$ cat src/rtl/dbg_bkpt_pkg.sv
package dbg_bkpt_pkg;

    localparam int IDX_W  = 5;
    localparam int DATA_W = 32;

    // Register index map
    localparam logic [IDX_W-1:0] IDX_CSR  = 5'd0;
    localparam logic [IDX_W-1:0] IDX_TEN  = 5'd1;
    localparam logic [IDX_W-1:0] IDX_LO   = 5'd2;
    localparam logic [IDX_W-1:0] IDX_HI   = 5'd3;
    localparam logic [IDX_W-1:0] IDX_ATTR = 5'd4;
    localparam logic [IDX_W-1:0] IDX_PCV  = 5'd7;
    localparam logic [IDX_W-1:0] IDX_PBR0 = 5'd8;

    // Bit position of the mask field inside the attribute register
    localparam int ATTR_MASK_LSB = 16;

    // Status returned once a host write has been applied
    localparam logic [16:0] WR_DONE = 17'h0FFFF;

    typedef struct packed {
        logic              valid;
        logic [IDX_W-1:0]  idx;
        logic [DATA_W-1:0] data;
    } wr_req_t;

endpackage

$ cat src/rtl/dbg_host_port.sv
module dbg_host_port
    import dbg_bkpt_pkg::*;
(
    input  logic              clk,
    input  logic              rst_n,
    input  logic              cmd_valid,
    input  logic              cmd_write,
    input  logic [IDX_W-1:0]  cmd_idx,
    input  logic [DATA_W-1:0] cmd_wdata,
    input  logic [DATA_W-1:0] rd_data,
    output logic [IDX_W-1:0]  rd_idx,
    output wr_req_t           host_wr,
    output logic              rsp_valid,
    output logic [DATA_W-1:0] rsp_data
);

    typedef struct packed {
        logic              valid;
        logic [DATA_W-1:0] data;
    } rsp_t;

    rsp_t rsp_d, rsp_q;

    always_comb begin
        rd_idx        = cmd_idx;
        host_wr.valid = cmd_valid && cmd_write;
        host_wr.idx   = cmd_idx;
        host_wr.data  = cmd_wdata;

        rsp_d.valid = cmd_valid;
        rsp_d.data  = '0;
        if (cmd_valid) begin
            if (cmd_write) begin
                rsp_d.data = {{(DATA_W-17){1'b0}}, WR_DONE};
            end else begin
                rsp_d.data = rd_data;
            end
        end
    end

    always_ff @(posedge clk or negedge rst_n) begin
        if (!rst_n) begin
            rsp_q <= '0;
        end else begin
            rsp_q <= rsp_d;
        end
    end

    assign rsp_valid = rsp_q.valid;
    assign rsp_data  = rsp_q.data;

endmodule

$ cat src/rtl/dbg_cpu_port.sv
module dbg_cpu_port
    import dbg_bkpt_pkg::*;
(
    input  logic              wr_en,
    input  logic              supervisor,
    input  logic [IDX_W-1:0]  wr_idx,
    input  logic [DATA_W-1:0] wr_data,
    input  logic              lock,
    output wr_req_t           cpu_wr
);

    logic allowed;

    always_comb begin
        // The processor may touch breakpoint registers only: never the
        // control/status word, never in user mode, never while locked.
        allowed      = supervisor && !lock && (wr_idx != IDX_CSR);
        cpu_wr.valid = wr_en && allowed;
        cpu_wr.idx   = wr_idx;
        cpu_wr.data  = wr_data;
    end

endmodule

$ cat src/rtl/dbg_reg_file.sv
module dbg_reg_file
    import dbg_bkpt_pkg::*;
#(
    parameter int NUM_PC = 4,
    parameter int ATTR_W = 8
) (
    input  logic                     clk,
    input  logic                     rst_n,
    input  wr_req_t                  host_wr,
    input  wr_req_t                  cpu_wr,
    input  logic [IDX_W-1:0]         rd_idx,
    output logic [DATA_W-1:0]        rd_data,
    output logic                     lock,
    output logic                     range_en,
    output logic                     attr_en,
    output logic [DATA_W-1:0]        lo_bound,
    output logic [DATA_W-1:0]        hi_bound,
    output logic [ATTR_W-1:0]        attr_match,
    output logic [ATTR_W-1:0]        attr_mask,
    output logic [NUM_PC-1:0]        pc_valid,
    output logic [NUM_PC*DATA_W-1:0] pc_bkpt
);

    localparam int MASK_MSB = ATTR_MASK_LSB + ATTR_W - 1;

    typedef struct packed {
        logic                           lock;
        logic                           range_en;
        logic                           attr_en;
        logic [DATA_W-1:0]              lo;
        logic [DATA_W-1:0]              hi;
        logic [ATTR_W-1:0]              amatch;
        logic [ATTR_W-1:0]              amask;
        logic [NUM_PC-1:0]              pcv;
        logic [NUM_PC-1:0][DATA_W-1:0]  pbr;
    } bank_t;

    bank_t bank_d, bank_q;

    function automatic bank_t apply_wr(bank_t b, wr_req_t w);
        bank_t r;
        r = b;
        if (w.valid) begin
            if (w.idx == IDX_CSR)  r.lock     = w.data[0];
            if (w.idx == IDX_TEN) begin
                r.range_en = w.data[0];
                r.attr_en  = w.data[1];
            end
            if (w.idx == IDX_LO)   r.lo       = w.data;
            if (w.idx == IDX_HI)   r.hi       = w.data;
            if (w.idx == IDX_ATTR) begin
                r.amatch = w.data[ATTR_W-1:0];
                r.amask  = w.data[MASK_MSB:ATTR_MASK_LSB];
            end
            if (w.idx == IDX_PCV)  r.pcv      = w.data[NUM_PC-1:0];
            for (int i = 0; i < NUM_PC; i++) begin
                if (w.idx == IDX_PBR0 + IDX_W'(i)) r.pbr[i] = w.data;
            end
        end
        return r;
    endfunction

    always_comb begin
        // Processor write first, host write on top: host wins a collision
        bank_d = apply_wr(apply_wr(bank_q, cpu_wr), host_wr);
    end

    always_ff @(posedge clk or negedge rst_n) begin
        if (!rst_n) begin
            bank_q <= '0;
        end else begin
            bank_q <= bank_d;
        end
    end

    // Read mux: unimplemented bits and unmapped indices give zero
    always_comb begin
        rd_data = '0;
        if (rd_idx == IDX_CSR)  rd_data[0] = bank_q.lock;
        if (rd_idx == IDX_TEN)  rd_data[1:0] = {bank_q.attr_en, bank_q.range_en};
        if (rd_idx == IDX_LO)   rd_data = bank_q.lo;
        if (rd_idx == IDX_HI)   rd_data = bank_q.hi;
        if (rd_idx == IDX_ATTR) begin
            rd_data[ATTR_W-1:0]           = bank_q.amatch;
            rd_data[MASK_MSB:ATTR_MASK_LSB] = bank_q.amask;
        end
        if (rd_idx == IDX_PCV)  rd_data[NUM_PC-1:0] = bank_q.pcv;
        for (int i = 0; i < NUM_PC; i++) begin
            if (rd_idx == IDX_PBR0 + IDX_W'(i)) rd_data = bank_q.pbr[i];
        end
    end

    assign lock       = bank_q.lock;
    assign range_en   = bank_q.range_en;
    assign attr_en    = bank_q.attr_en;
    assign lo_bound   = bank_q.lo;
    assign hi_bound   = bank_q.hi;
    assign attr_match = bank_q.amatch;
    assign attr_mask  = bank_q.amask;
    assign pc_valid   = bank_q.pcv;
    assign pc_bkpt    = bank_q.pbr;

endmodule

$ cat src/rtl/dbg_match.sv
module dbg_match
    import dbg_bkpt_pkg::*;
#(
    parameter int NUM_PC = 4,
    parameter int ATTR_W = 8
) (
    input  logic                     clk,
    input  logic                     rst_n,
    input  logic                     range_en,
    input  logic                     attr_en,
    input  logic [DATA_W-1:0]        lo_bound,
    input  logic [DATA_W-1:0]        hi_bound,
    input  logic [ATTR_W-1:0]        attr_match,
    input  logic [ATTR_W-1:0]        attr_mask,
    input  logic [NUM_PC-1:0]        pc_valid,
    input  logic [NUM_PC*DATA_W-1:0] pc_bkpt,
    input  logic [DATA_W-1:0]        op_addr,
    input  logic [ATTR_W-1:0]        op_attr,
    input  logic [DATA_W-1:0]        pc,
    output logic                     range_hit,
    output logic                     attr_hit,
    output logic [NUM_PC-1:0]        pc_hit_vec
);

    typedef struct packed {
        logic              range;
        logic              attr;
        logic [NUM_PC-1:0] pcm;
    } hit_t;

    hit_t hit_d, hit_q;
    logic [NUM_PC-1:0] pc_eq;

    for (genvar g = 0; g < NUM_PC; g++) begin : g_pc_cmp
        assign pc_eq[g] = pc_valid[g] && (pc == pc_bkpt[g*DATA_W +: DATA_W]);
    end

    always_comb begin
        hit_d.range = range_en && (op_addr >= lo_bound) && (op_addr <= hi_bound);
        hit_d.attr  = attr_en && (((op_attr ^ attr_match) & ~attr_mask) == '0);
        hit_d.pcm   = pc_eq;
    end

    always_ff @(posedge clk or negedge rst_n) begin
        if (!rst_n) begin
            hit_q <= '0;
        end else begin
            hit_q <= hit_d;
        end
    end

    assign range_hit  = hit_q.range;
    assign attr_hit   = hit_q.attr;
    assign pc_hit_vec = hit_q.pcm;

endmodule

$ cat src/rtl/dbg_bkpt_bank.sv
module dbg_bkpt_bank
    import dbg_bkpt_pkg::*;
#(
    parameter int NUM_PC = 4,
    parameter int ATTR_W = 8
) (
    input  logic              clk,
    input  logic              rst_n,
    input  logic              host_cmd_valid,
    input  logic              host_cmd_write,
    input  logic [4:0]        host_cmd_idx,
    input  logic [31:0]       host_cmd_wdata,
    output logic              host_rsp_valid,
    output logic [31:0]       host_rsp_data,
    input  logic              cpu_wr_en,
    input  logic              cpu_supervisor,
    input  logic [4:0]        cpu_wr_idx,
    input  logic [31:0]       cpu_wr_data,
    input  logic [31:0]       op_addr,
    input  logic [ATTR_W-1:0] op_attr,
    input  logic [31:0]       pc,
    output logic              range_hit,
    output logic              attr_hit,
    output logic              pc_hit,
    output logic [NUM_PC-1:0] pc_hit_vec
);

    wr_req_t                  host_wr_w;
    wr_req_t                  cpu_wr_w;
    logic [IDX_W-1:0]         rd_idx_w;
    logic [DATA_W-1:0]        rd_data_w;
    logic                     lock_w;
    logic                     range_en_w;
    logic                     attr_en_w;
    logic [DATA_W-1:0]        lo_w;
    logic [DATA_W-1:0]        hi_w;
    logic [ATTR_W-1:0]        amatch_w;
    logic [ATTR_W-1:0]        amask_w;
    logic [NUM_PC-1:0]        pcv_w;
    logic [NUM_PC*DATA_W-1:0] pbr_w;

    dbg_host_port i_host (
        .clk       (clk),
        .rst_n     (rst_n),
        .cmd_valid (host_cmd_valid),
        .cmd_write (host_cmd_write),
        .cmd_idx   (host_cmd_idx),
        .cmd_wdata (host_cmd_wdata),
        .rd_data   (rd_data_w),
        .rd_idx    (rd_idx_w),
        .host_wr   (host_wr_w),
        .rsp_valid (host_rsp_valid),
        .rsp_data  (host_rsp_data)
    );

    dbg_cpu_port i_cpu (
        .wr_en      (cpu_wr_en),
        .supervisor (cpu_supervisor),
        .wr_idx     (cpu_wr_idx),
        .wr_data    (cpu_wr_data),
        .lock       (lock_w),
        .cpu_wr     (cpu_wr_w)
    );

    dbg_reg_file #(.NUM_PC(NUM_PC), .ATTR_W(ATTR_W)) i_regs (
        .clk        (clk),
        .rst_n      (rst_n),
        .host_wr    (host_wr_w),
        .cpu_wr     (cpu_wr_w),
        .rd_idx     (rd_idx_w),
        .rd_data    (rd_data_w),
        .lock       (lock_w),
        .range_en   (range_en_w),
        .attr_en    (attr_en_w),
        .lo_bound   (lo_w),
        .hi_bound   (hi_w),
        .attr_match (amatch_w),
        .attr_mask  (amask_w),
        .pc_valid   (pcv_w),
        .pc_bkpt    (pbr_w)
    );

    dbg_match #(.NUM_PC(NUM_PC), .ATTR_W(ATTR_W)) i_match (
        .clk        (clk),
        .rst_n      (rst_n),
        .range_en   (range_en_w),
        .attr_en    (attr_en_w),
        .lo_bound   (lo_w),
        .hi_bound   (hi_w),
        .attr_match (amatch_w),
        .attr_mask  (amask_w),
        .pc_valid   (pcv_w),
        .pc_bkpt    (pbr_w),
        .op_addr    (op_addr),
        .op_attr    (op_attr),
        .pc         (pc),
        .range_hit  (range_hit),
        .attr_hit   (attr_hit),
        .pc_hit_vec (pc_hit_vec)
    );

    assign pc_hit = |pc_hit_vec;

endmodule

$ cat config.mk
export PLATFORM = sky130hd
export DESIGN_NAME = dbg_bkpt_bank
export DESIGN_NICKNAME = d
export VERILOG_FILES = /design/src/rtl/dbg_bkpt_pkg.sv /design/src/rtl/dbg_host_port.sv /design/src/rtl/dbg_cpu_port.sv /design/src/rtl/dbg_reg_file.sv /design/src/rtl/dbg_match.sv /design/src/rtl/dbg_bkpt_bank.sv
export SDC_FILE = /design/constraint.sdc
export NUM_CORES = 1
export LEC_CHECK = 0
export BUFFER_PORTS_ARGS = -buffer_cell sky130_fd_sc_hd__buf_2
export CAP_MARGIN = 10
export CORE_ASPECT_RATIO = 1.1
export CORE_UTILIZATION = 50
export CTS_CLUSTER_DIAMETER = 40
export DETAILED_ROUTE_END_ITERATION = 12
export PLACE_DENSITY = 0.8
export SLEW_MARGIN = 10
export SYNTH_ARGS = -nofsm -noshare
export SYNTH_HDL_FRONTEND = slang
export SYNTH_SLANG_ARGS = --single-unit
$ cat constraint.sdc
create_clock -name clk -period 3.45 [get_ports clk]
set_input_delay 0.1725 -clock clk [delete_from_list [all_inputs] [get_ports clk]]
set_output_delay 0.1725 -clock clk [all_outputs]
set_load 0.005 [all_outputs]
==> results of run 1 <==
-- cell usage after synthesis, drive strengths merged (10+ instances only) --
library cell	instances	area share (%)
a21oi	97	3.1
a222oi	10	0.63
a22oi	10	0.47
a31oi	12	0.47
buf	56	1.8
clkbuf	75	1.8
dfrtp	254	40
ha	64	5.0
inv	71	1.7
mux2	10	0.71
mux2i	246	16
nand2	200	4.7
nand3	28	0.91
nand4	37	1.5
nor2	81	2.0
nor3	12	0.51
nor4	15	0.72
o21ai	206	6.5
o22ai	14	0.55
xnor2	120	6.6
xor2	16	0.88
-- cell type report --
type | count | area share (%)
inverter | 72 | 1.42
multi-input combinational | 1259 | 45.9
clock buffer | 52 | 6.32
clock inverter | 25 | 1.33
antenna | 6 | 0.0789
timing repair buffer | 265 | 8.85
tap | 420 | 2.76
sequential | 254 | 33.4
-- layer usage --
| metal | global-route usage, % | up-vias | part of all wire, % |
|---|---|---|---|
| met5 | 0 | - | 0 |
| met4 | 18.8 | 0 | 5.5 |
| met3 | 10.4 | 207 | 11 |
| met2 | 56.8 | 928 | 46 |
| met1 | 45.4 | 7065 | 38 |
| li1 | - | 6418 | - |
-- power groups by stage --
stage          Clock [mW]  Sequential [mW]  Combinational, mW
6_report             4.33             4.24               2.46
5_1_grt              4.47             4.30               2.66
4_1_cts              4.35             4.22               2.38
3_5_place_dp            0             4.25               2.33
3_3_place_gp            0             4.24               2.24
2_1_floorplan           0             4.02               1.52
-- per-stage QoR --
| step | hold WS [ps] | utilization [%] |
|---|---|---|
| after global routing | 22.0 | 60.7 |
| after CTS | 2.29 | 60.7 |
| after detailed placement | 206 | 55.0 |
| after global placement | 206 | 55.0 |
| final | 5.50 | 60.8 |
| after floorplan | -123 | - |
-- cell families after synthesis --
logic type      Yosys count
compound gates          396
xor+xnor                136
fa+ha+maj                64
buf+inv                 203
flops                   254
mux                     256
simple gates            407
-- timing repair --
action | 4_1_cts | 5_1_grt
buffers inserted | 0 | 0
hold buffers | 35 | 0
endpoints found under the hold margin | 282 | 0
-- critical path: stages (launching register included) --
cell	delay, ps
dfrtp_1	380
nand4bb_1	230
nor3b_1	490
and3_2	710
buf_12	280
mux2i_1	230
o21ai_0	90
-- cells in the final DEF (no fill, tap or decap), drive strengths merged, types with 5 or more instances in the layout --
cell type / n
dlygate4sd3: 35
nor3: 12
a21oi: 97
mux2i: 246
nand2: 200
nand3: 28
inv: 72
xnor2: 120
a222oi: 10
nor4: 15
dfrtp: 254
nand2b: 5
a31oi: 12
mux2: 10
diode: 6
a21o: 5
nand4: 37
a22oi: 10
ha: 64
a211oi: 9
clkinv: 17
a221oi: 9
clkbuf: 52
xor2: 16
o211ai: 6
and3: 6
o22ai: 14
o21ai: 206
nor2: 81
buf: 230
o221ai: 9
-- sequential cells by signal, summed over array words and instances, names as in the netlist --
signal and count:
i_regs.hi_bound 32, i_regs.attr_en 1, i_regs.range_en 1, i_host.rsp_data 32, i_regs.attr_mask 8, i_regs.attr_match 8, i_regs.pc_valid 4, i_regs.pc_bkpt 128
i_match.pc_hit_vec 4, i_match.attr_hit 1, i_match.range_hit 1, i_host.rsp_valid 1, i_regs.lock 1, i_regs.lo_bound 32
-- worst paths after layout --
path	start	endpoint	slack (ps)	depth (start not counted)
min in group asynchronous	rst_n	i_regs.lo_bound[25]	210	2
max	i_regs.lock	i_regs.pc_bkpt[111]	870	6
max in group asynchronous	rst_n	i_regs.hi_bound[4]	2250	3
min reg2reg	i_regs.lock	i_regs.lock	530	1
max reg2reg	i_regs.lock	i_regs.pc_bkpt[111]	870	6
min	cpu_wr_data[26]	i_regs.hi_bound[26]	6	3
==> impl_metrics.py, run 1 <==
metrics = {
    "timing": {
        "slew_violations": 0,
        "finalSetupTns_ps": 0,
        "relSlewSlack_pct": 29.9,
        "setup_viol": 0,
        "post-route-period-util_pct": 74.7,
        "rsz0062_at_grt": "no",
        "clock_skew_ps": 22.5,
        "worst_slack_ps": 873,
        "hold_viol_final": 0,
        "max_freq_mhz": 388,
        "tightest_slew_ps": 1040,
        "fin_crit_ps": 2580,
    },
    "clock_tree": {
        "htreeDepth": 2,
        "clk_path_buf_depth": 3,
        "clock-sinks": 254,
        "clk_latency_ps": 550,
        "cts_buffers": 42,
        "cts_tree": "built",
        "clk_pin_slew_ps": 60,
        "root_buffer": "clkbuf_16",
        "cts_resized": 0,
    },
    "drt": {
        "via_count": 14600,
        "wire_per_inst_um": 24.8,
        "vias_per_cell": 6.21,
        "drt_iter0_markers": 1743,
        "drcViolationCount": 0,
        "drtAntennaViolNets": 0,
        "drt_wl_total_um": 58200,
        "dr.pass1.iters": 8,
    },
    "critical_path": {
        "startpoint_type": "flop",
        "path_max_fanout": 18,
        "crit_arrival_ps": 2980,
        "required_ps": 3860,
        "crit_type": "flop to flop",
        "worstSetupEndpointType": "flop",
    },
    "final_layout": {
        "multi_input_area_um2": 8730,
        "fillers": 2666,
        "syn_to_final_growth_pct": 19.9,
        "regArea_um2": 6360,
        "final_cells": 2353,
        "stdcell_area_um2": 19000,
        "nets": 2110,
        "drive_gt1_share_pct": 17.4,
    },
    "pwr": {
        "powerDensity_nw_per_um2": 579,
        "pwr-share-seq_pct": 38.5,
        "switching_share_pct": 32.7,
        "p_comb_share_pct": 22.3,
        "p_int_mw": 7.42,
        "p_leak_nw": 8.64,
        "finalPower_mw": 11.0,
        "clock_power_share_pct": 39.2,
        "switchingPower_mw": 3.61,
        "ir_drop_mv": 0.377,
    },
    "synth": {
        "synth_top_family_by_area": "multiplexers",
        "syn_avg_cell_area_um2": 9.25,
        "synth_compound_area_share_pct": 14.1,
        "synth.ff_latch_count": 254,
        "synth-edff-count": 0,
        "syn_nets": 1932,
        "ys_types": 58,
        "synth_async_sr_flop_share_pct": 100,
        "synthAdderAreaFrac_pct": 5.04,
        "yosysSeqAreaShare_pct": 40.0,
        "synthFlopType": "dfrtp_1",
        "synth_xor_area_share_pct": 7.50,
        "synth-warning-count": 0,
        "yosys.area_share.simple_pct": 11.9,
        "syn_area_um2": 15900,
        "synthMuxAreaShare_pct": 16.2,
        "synth_cells": 1716,
    },
    "placed_design": {
        "hpwl_um": 41300,
        "placed_area_um2": 17200,
        "pre_cts_ws_ps": 936,
        "place_inst": 2235,
        "io_buffers": 191,
        "globalplace.congestion": 1.05,
    },
    "floorplanning": {
        "die_y_um": 189,
        "die_w_um": 172,
        "ios": 192,
        "std_cell_rows": 68,
        "die_area_um2": 32500,
        "core_um2": 31300,
        "initial_utilization_pct": 50.7,
    },
    "global_route": {
        "antenna_found_initial": 4,
        "gr-usage-all-layers_pct": 36.3,
        "overflow": 0,
        "grt_max_degree": 94,
        "grt_pass1_wl_um": 87400,
        "grt_pass1_vias": 14300,
    },
    "outcome": {
        "status": "finished clean",
    },
    "hold_path": {
        "min_path_type": "input pin to flop",
    },
    "job": {
        "drv_cap": 0,
    },
}
Power figures use the tool's default switching activity.
==> run 2, diff against run 1 <==
- clock period: 3.45 -> 2.6 ns (I/O delays scaled with it)
==> impl_metrics.py, run 2 (synthesized netlist as in run 1, its figures left out) <==
metrics = {
    "outcome": {
        "status": "finished clean",
    },
    "global_route": {
        "grt_pass1_wl_um": 88500,
        "overflow": 0,
        "gr-usage-all-layers_pct": 36.6,
        "grt_pass1_vias": 14800,
        "antenna_found_initial": 4,
        "grt_max_degree": 83,
    },
    "hold_path": {
        "min_path_type": "input pin to flop",
    },
    "clock_tree": {
        "root_buffer": "clkbuf_16",
        "htreeDepth": 2,
        "clk_latency_ps": 530,
        "clk_path_buf_depth": 3,
        "clk_pin_slew_ps": 50,
        "clock-sinks": 254,
        "cts_buffers": 41,
        "cts_tree": "built",
    },
    "final_layout": {
        "fillers": 2596,
        "final_cell_mix": "dfrtp_1 (254), mux2i_1 (246), o21ai_0 (200)",
        "largest_reg_flops": 128,
        "syn_to_final_growth_pct": 22.8,
        "regArea_um2": 6360,
        "nets": 2168,
        "mostFrequentLayoutCell": "dfrtp_1",
        "drive_gt1_share_pct": 18.3,
        "multi_input_area_um2": 8740,
        "final_cells": 2406,
        "stdcell_area_um2": 19500,
    },
    "timing": {
        "post-route-period-util_pct": 95.6,
        "setup_viol": 0,
        "relSlewSlack_pct": 41.0,
        "hold_viol_final": 0,
        "rsz0062_at_grt": "yes",
        "finalSetupTns_ps": 0,
        "max_freq_mhz": 402,
        "worst_slack_ps": 115,
        "slew_violations": 0,
        "fin_crit_ps": 2490,
        "tightest_slew_ps": 875,
        "clock_skew_ps": 15.1,
    },
    "drt": {
        "drcViolationCount": 0,
        "drtAntennaViolNets": 0,
        "via_count": 15000,
        "vias_per_cell": 6.23,
        "dr.pass1.iters": 6,
        "wire_per_inst_um": 24.6,
        "drt_wl_total_um": 59300,
        "drt_iter0_markers": 1853,
    },
    "placed_design": {
        "hpwl_um": 41700,
        "globalplace.congestion": 1.04,
        "placed_area_um2": 17400,
        "pre_cts_ws_ps": 314,
        "place_inst": 2264,
        "io_buffers": 191,
    },
    "critical_path": {
        "worstSetupEndpointType": "flop",
        "path_max_fanout": 16,
        "startpoint_type": "flop",
        "crit_type": "flop to flop",
        "required_ps": 3000,
        "crit_arrival_ps": 2890,
    },
    "floorplanning": {
        "initial_utilization_pct": 50.7,
        "die_y_um": 189,
        "ios": 192,
        "core_um2": 31300,
        "die_area_um2": 32500,
        "std_cell_rows": 68,
        "die_w_um": 172,
    },
    "pwr": {
        "p_leak_nw": 8.87,
        "ir_drop_mv": 0.524,
        "powerDensity_nw_per_um2": 744,
    },
    "job": {
        "drv_cap": 0,
    },
}
==> run 2: cell types whose count changed in the layout (fill, tap and decap cells not counted), sizes merged <==
cell | previous run | this run
buf | 230 | 259
bufinv | 4 | 3
clkbuf | 52 | 50
clkinv | 17 | 11
clkinvlp | 4 | 10
diode | 6 | 2
dlygate4sd3 | 35 | 65
inv | 72 | 73
==> run 2: layout make-up <==
class / instances / area share, %
clock buffers: 50 / 5.91
diodes: 2 / 0.0257
multi-input cells: 1259 / 44.8
clock inverters: 25 / 1.27
flip-flops and latches: 254 / 32.6
repair buffers: 324 / 11.3
well taps: 420 / 2.70
inverters: 72 / 1.39
==> run 2: worst paths after layout <==
path,to,cells past startpoint,from,slack (ps)
worst max-delay path,i_regs.hi_bound[11],7,i_regs.lock,110
worst min-delay path,i_regs.attr_match[1],3,cpu_wr_data[1],10
worst max register to register,i_regs.hi_bound[11],7,i_regs.lock,110
worst min register to register,i_regs.lock,1,i_regs.lock,550
max in group asynchronous,i_regs.hi_bound[20],3,rst_n,1540
min in group asynchronous,i_regs.lo_bound[25],2,rst_n,210
==> run 2: per-layer routing <==
metal  share of wire (%)  wire, µm  up-vias  global-route usage [%]
li1                    -         -     6507                       -
met1                  37     21900     7150                    45.3
met2                  45     26800     1038                    57.3
met3                  12      6930      285                    10.4
met4                 6.1      3610        2                    19.8
met5               0.019        11        -                       0
==> run 2: critical path, cell delays in order, from the launching register on <==
cell           delay, ps
dfrtp_1              390
nand4bb_1            280
nor3_2               200
and3_2               230
buf_4                350
mux2i_1              220
o21ai_0               90
dlygate4sd3_1        570
==> run 2: what timing repair did <==
item / 4_1_cts / 5_1_grt
endpoints found under the setup margin: 0 / 5
setup buffers: 0 / 0
gates resized for setup: 0 / 2
hold buffers: 65 / 0
hold endpoints to repair: 290 / 0
==> run 2: stage by stage <==
stage	hold WS (ps)	total power [mW]	utilization, %
floorplan	-166	7.35	-
global placement	192	8.62	55.7
detailed placement	193	8.76	55.7
CTS	3.07	14.4	62.2
global route	22.8	15.1	62.3
finish	10.1	14.5	62.3
==> run 2: where the power goes <==
group / internal (mW) / switching (mW)
clock network: 3.47 / 2.06
logic: 1.49 / 1.89
registers: 4.75 / 0.849
total: 9.71 / 4.79
==> run 3, diff against run 2 <==
- GPL_TIMING_DRIVEN: not set -> 0
- clock period: 2.6 -> 3.15 ns (I/O delays scaled with it)
==> impl_metrics.py, run 3 (synthesized netlist as in run 1, its figures left out) <==
metrics = {
    "clock_tree": {
        "clk_path_buf_depth": 3,
        "cts_tree": "built",
        "clk_latency_ps": 550,
        "cts_resized": 0,
        "clock-sinks": 254,
        "cts_buffers": 43,
        "post_cts_buffers": 0,
        "clk_pin_slew_ps": 60,
        "htreeDepth": 2,
        "root_buffer": "clkbuf_16",
        "holdBufCountCts": 46,
    },
    "final_layout": {
        "antennaDiodeCount": 0,
        "final_cell_mix": "dfrtp_1 (254), mux2i_1 (246), nand2_1 (200), o21ai_0 (200), buf_2 (195)",
        "drive_gt1_share_pct": 15.1,
        "fillers": 2695,
        "mostFrequentLayoutCell": "dfrtp_1",
        "stdcell_area_um2": 19200,
        "nets": 2179,
        "syn_to_final_growth_pct": 20.7,
        "largest_reg_flops": 128,
    },
    "timing": {
        "fin_crit_ps": 3100,
        "post-route-period-util_pct": 98.5,
        "rsz0062_at_grt": "no",
        "setup_viol": 0,
        "relSlewSlack_pct": 10.2,
        "worst_slack_ps": 47.7,
        "hold_viol_final": 0,
        "clock_skew_ps": 13.8,
        "slew_violations": 0,
        "tightest_slew_ps": 1340,
        "max_freq_mhz": 322,
    },
    "drt": {
        "drtAntennaViolNets": 0,
        "drt_wl_total_um": 65700,
        "drt_iter0_markers": 2118,
        "wire_per_inst_um": 27.2,
        "vias_per_cell": 6.30,
        "via_count": 15200,
        "drcViolationCount": 0,
        "dr.pass1.iters": 13,
    },
    "critical_path": {
        "worstPathCellList": "buf_2 -> buf_2 -> nor4b_2 -> nand2_1 -> nor2_1 -> clkbuf_1 -> o21ai_0 -> dlygate4sd3_1",
        "path_max_fanout": 10,
        "r2r_cells": 5,
        "crit_path_top_delay_cell": "nor2_1",
        "startpoint_type": "input pin",
        "max_stage_delay_ps": 800,
        "required_ps": 3570,
        "reg2reg_from": "i_regs.pc_bkpt[105]",
        "crit_type": "input pin to flop",
        "worstSetupEndpointType": "flop",
        "crit_arrival_ps": 3520,
        "crit_path_frequent_cell": "buf_2",
        "startpoint": "host_cmd_idx[2]",
    },
    "pwr": {
        "pwr-share-seq_pct": 38.1,
        "clock_power_share_pct": 39.4,
        "switchingPower_mw": 4.11,
        "p_leak_nw": 8.65,
        "switching_share_pct": 33.6,
        "powerDensity_nw_per_um2": 638,
        "p_int_mw": 8.11,
        "p_comb_share_pct": 22.5,
        "ir_drop_mv": 0.404,
    },
    "placed_design": {
        "pre_cts_ws_ps": -57.8,
        "io_buffers": 153,
        "hpwl_um": 47900,
        "globalplace.congestion": 1.07,
        "placed_area_um2": 17200,
    },
    "floorplanning": {
        "core_um2": 31300,
        "ios": 192,
        "die_area_um2": 32500,
        "die_y_um": 189,
        "initial_utilization_pct": 50.7,
        "die_w_um": 172,
        "std_cell_rows": 68,
    },
    "job": {
        "drv_cap": 0,
    },
    "global_route": {
        "overflow": 0,
        "grt.met1_usage_pct": 51.3,
        "antenna_found_initial": 0,
        "busiest_layer": "met2",
        "grt_pass1_wl_um": 94500,
        "grt_pass1_vias": 14800,
        "met3_usage_pct": 10.1,
        "gr-usage-all-layers_pct": 40.2,
        "use_met2_pct": 60.9,
        "grt_max_degree": 111,
    },
    "hold_path": {
        "hold_path.startpoint": "cpu_wr_data[20]",
        "hold_depth": 3,
        "min_path_type": "input pin to flop",
    },
    "outcome": {
        "status": "finished clean",
    },
}
==> run 3: path summary, 6_finish.rpt <==
kind	slack (ps)	to
hold / removal	5	i_regs.pc_bkpt[84]
min in group asynchronous	100	i_regs.pc_bkpt[127]
setup reg to reg	100	i_match.pc_hit_vec[3]
hold reg to reg	570	i_regs.lo_bound[4]
max in group asynchronous	2130	i_regs.pc_bkpt[78]
setup / recovery	50	i_regs.pc_bkpt[44]
==> run 3: power groups by stage <==
| stage | registers, mW | clock network, mW | logic (mW) |
|---|---|---|---|
| 2_1_floorplan | 4.40 | 0 | 1.66 |
| 3_3_place_gp | 4.64 | 0 | 2.47 |
| 3_5_place_dp | 4.66 | 0 | 2.57 |
| 4_1_cts | 4.62 | 4.80 | 2.65 |
| 5_1_grt | 4.70 | 4.96 | 2.94 |
| 6_report | 4.66 | 4.81 | 2.75 |
==> run 3: layout make-up <==
class	instances	area, µm²	area share (%)
buffer	131	561	2.93
clock buffer	48	1120	5.87
clock inverter	30	333	1.74
inverter	72	270	1.41
multi-input combinational	1259	8690	45.4
sequential	254	6360	33.2
tap	420	526	2.74
timing repair buffer	202	1300	6.77
==> run 3: worst max-delay path, delay by kind of cell <==
family / cells / cell delay, ps
simple gates: 3 / 1740
compound gates: 1 / 180
buf+inv: 4 / 1440
==> run 3: per-stage QoR <==
stage,setup TNS [ps],std cells,power (mW),hold WS [ps],utilization (%)
3_3_place_gp,-693940,2289,7.11,380,54.8
5_1_grt,0,2416,12.6,13.8,61.2
4_1_cts,0,2415,12.1,0.642,61.2
3_5_place_dp,-609,2291,7.24,65.9,55.1
6_report,0,2416,12.2,4.63,61.2
2_1_floorplan,0,1716,6.06,-138,-
==> run 3: layer usage <==
layer	share of wire [%]	wire [µm]	vias to the layer above
met5	0	0	-
met4	6.8	4480	0
met1	38	24600	7313
met2	44	29100	1104
met3	11	7450	267
li1	-	-	6540
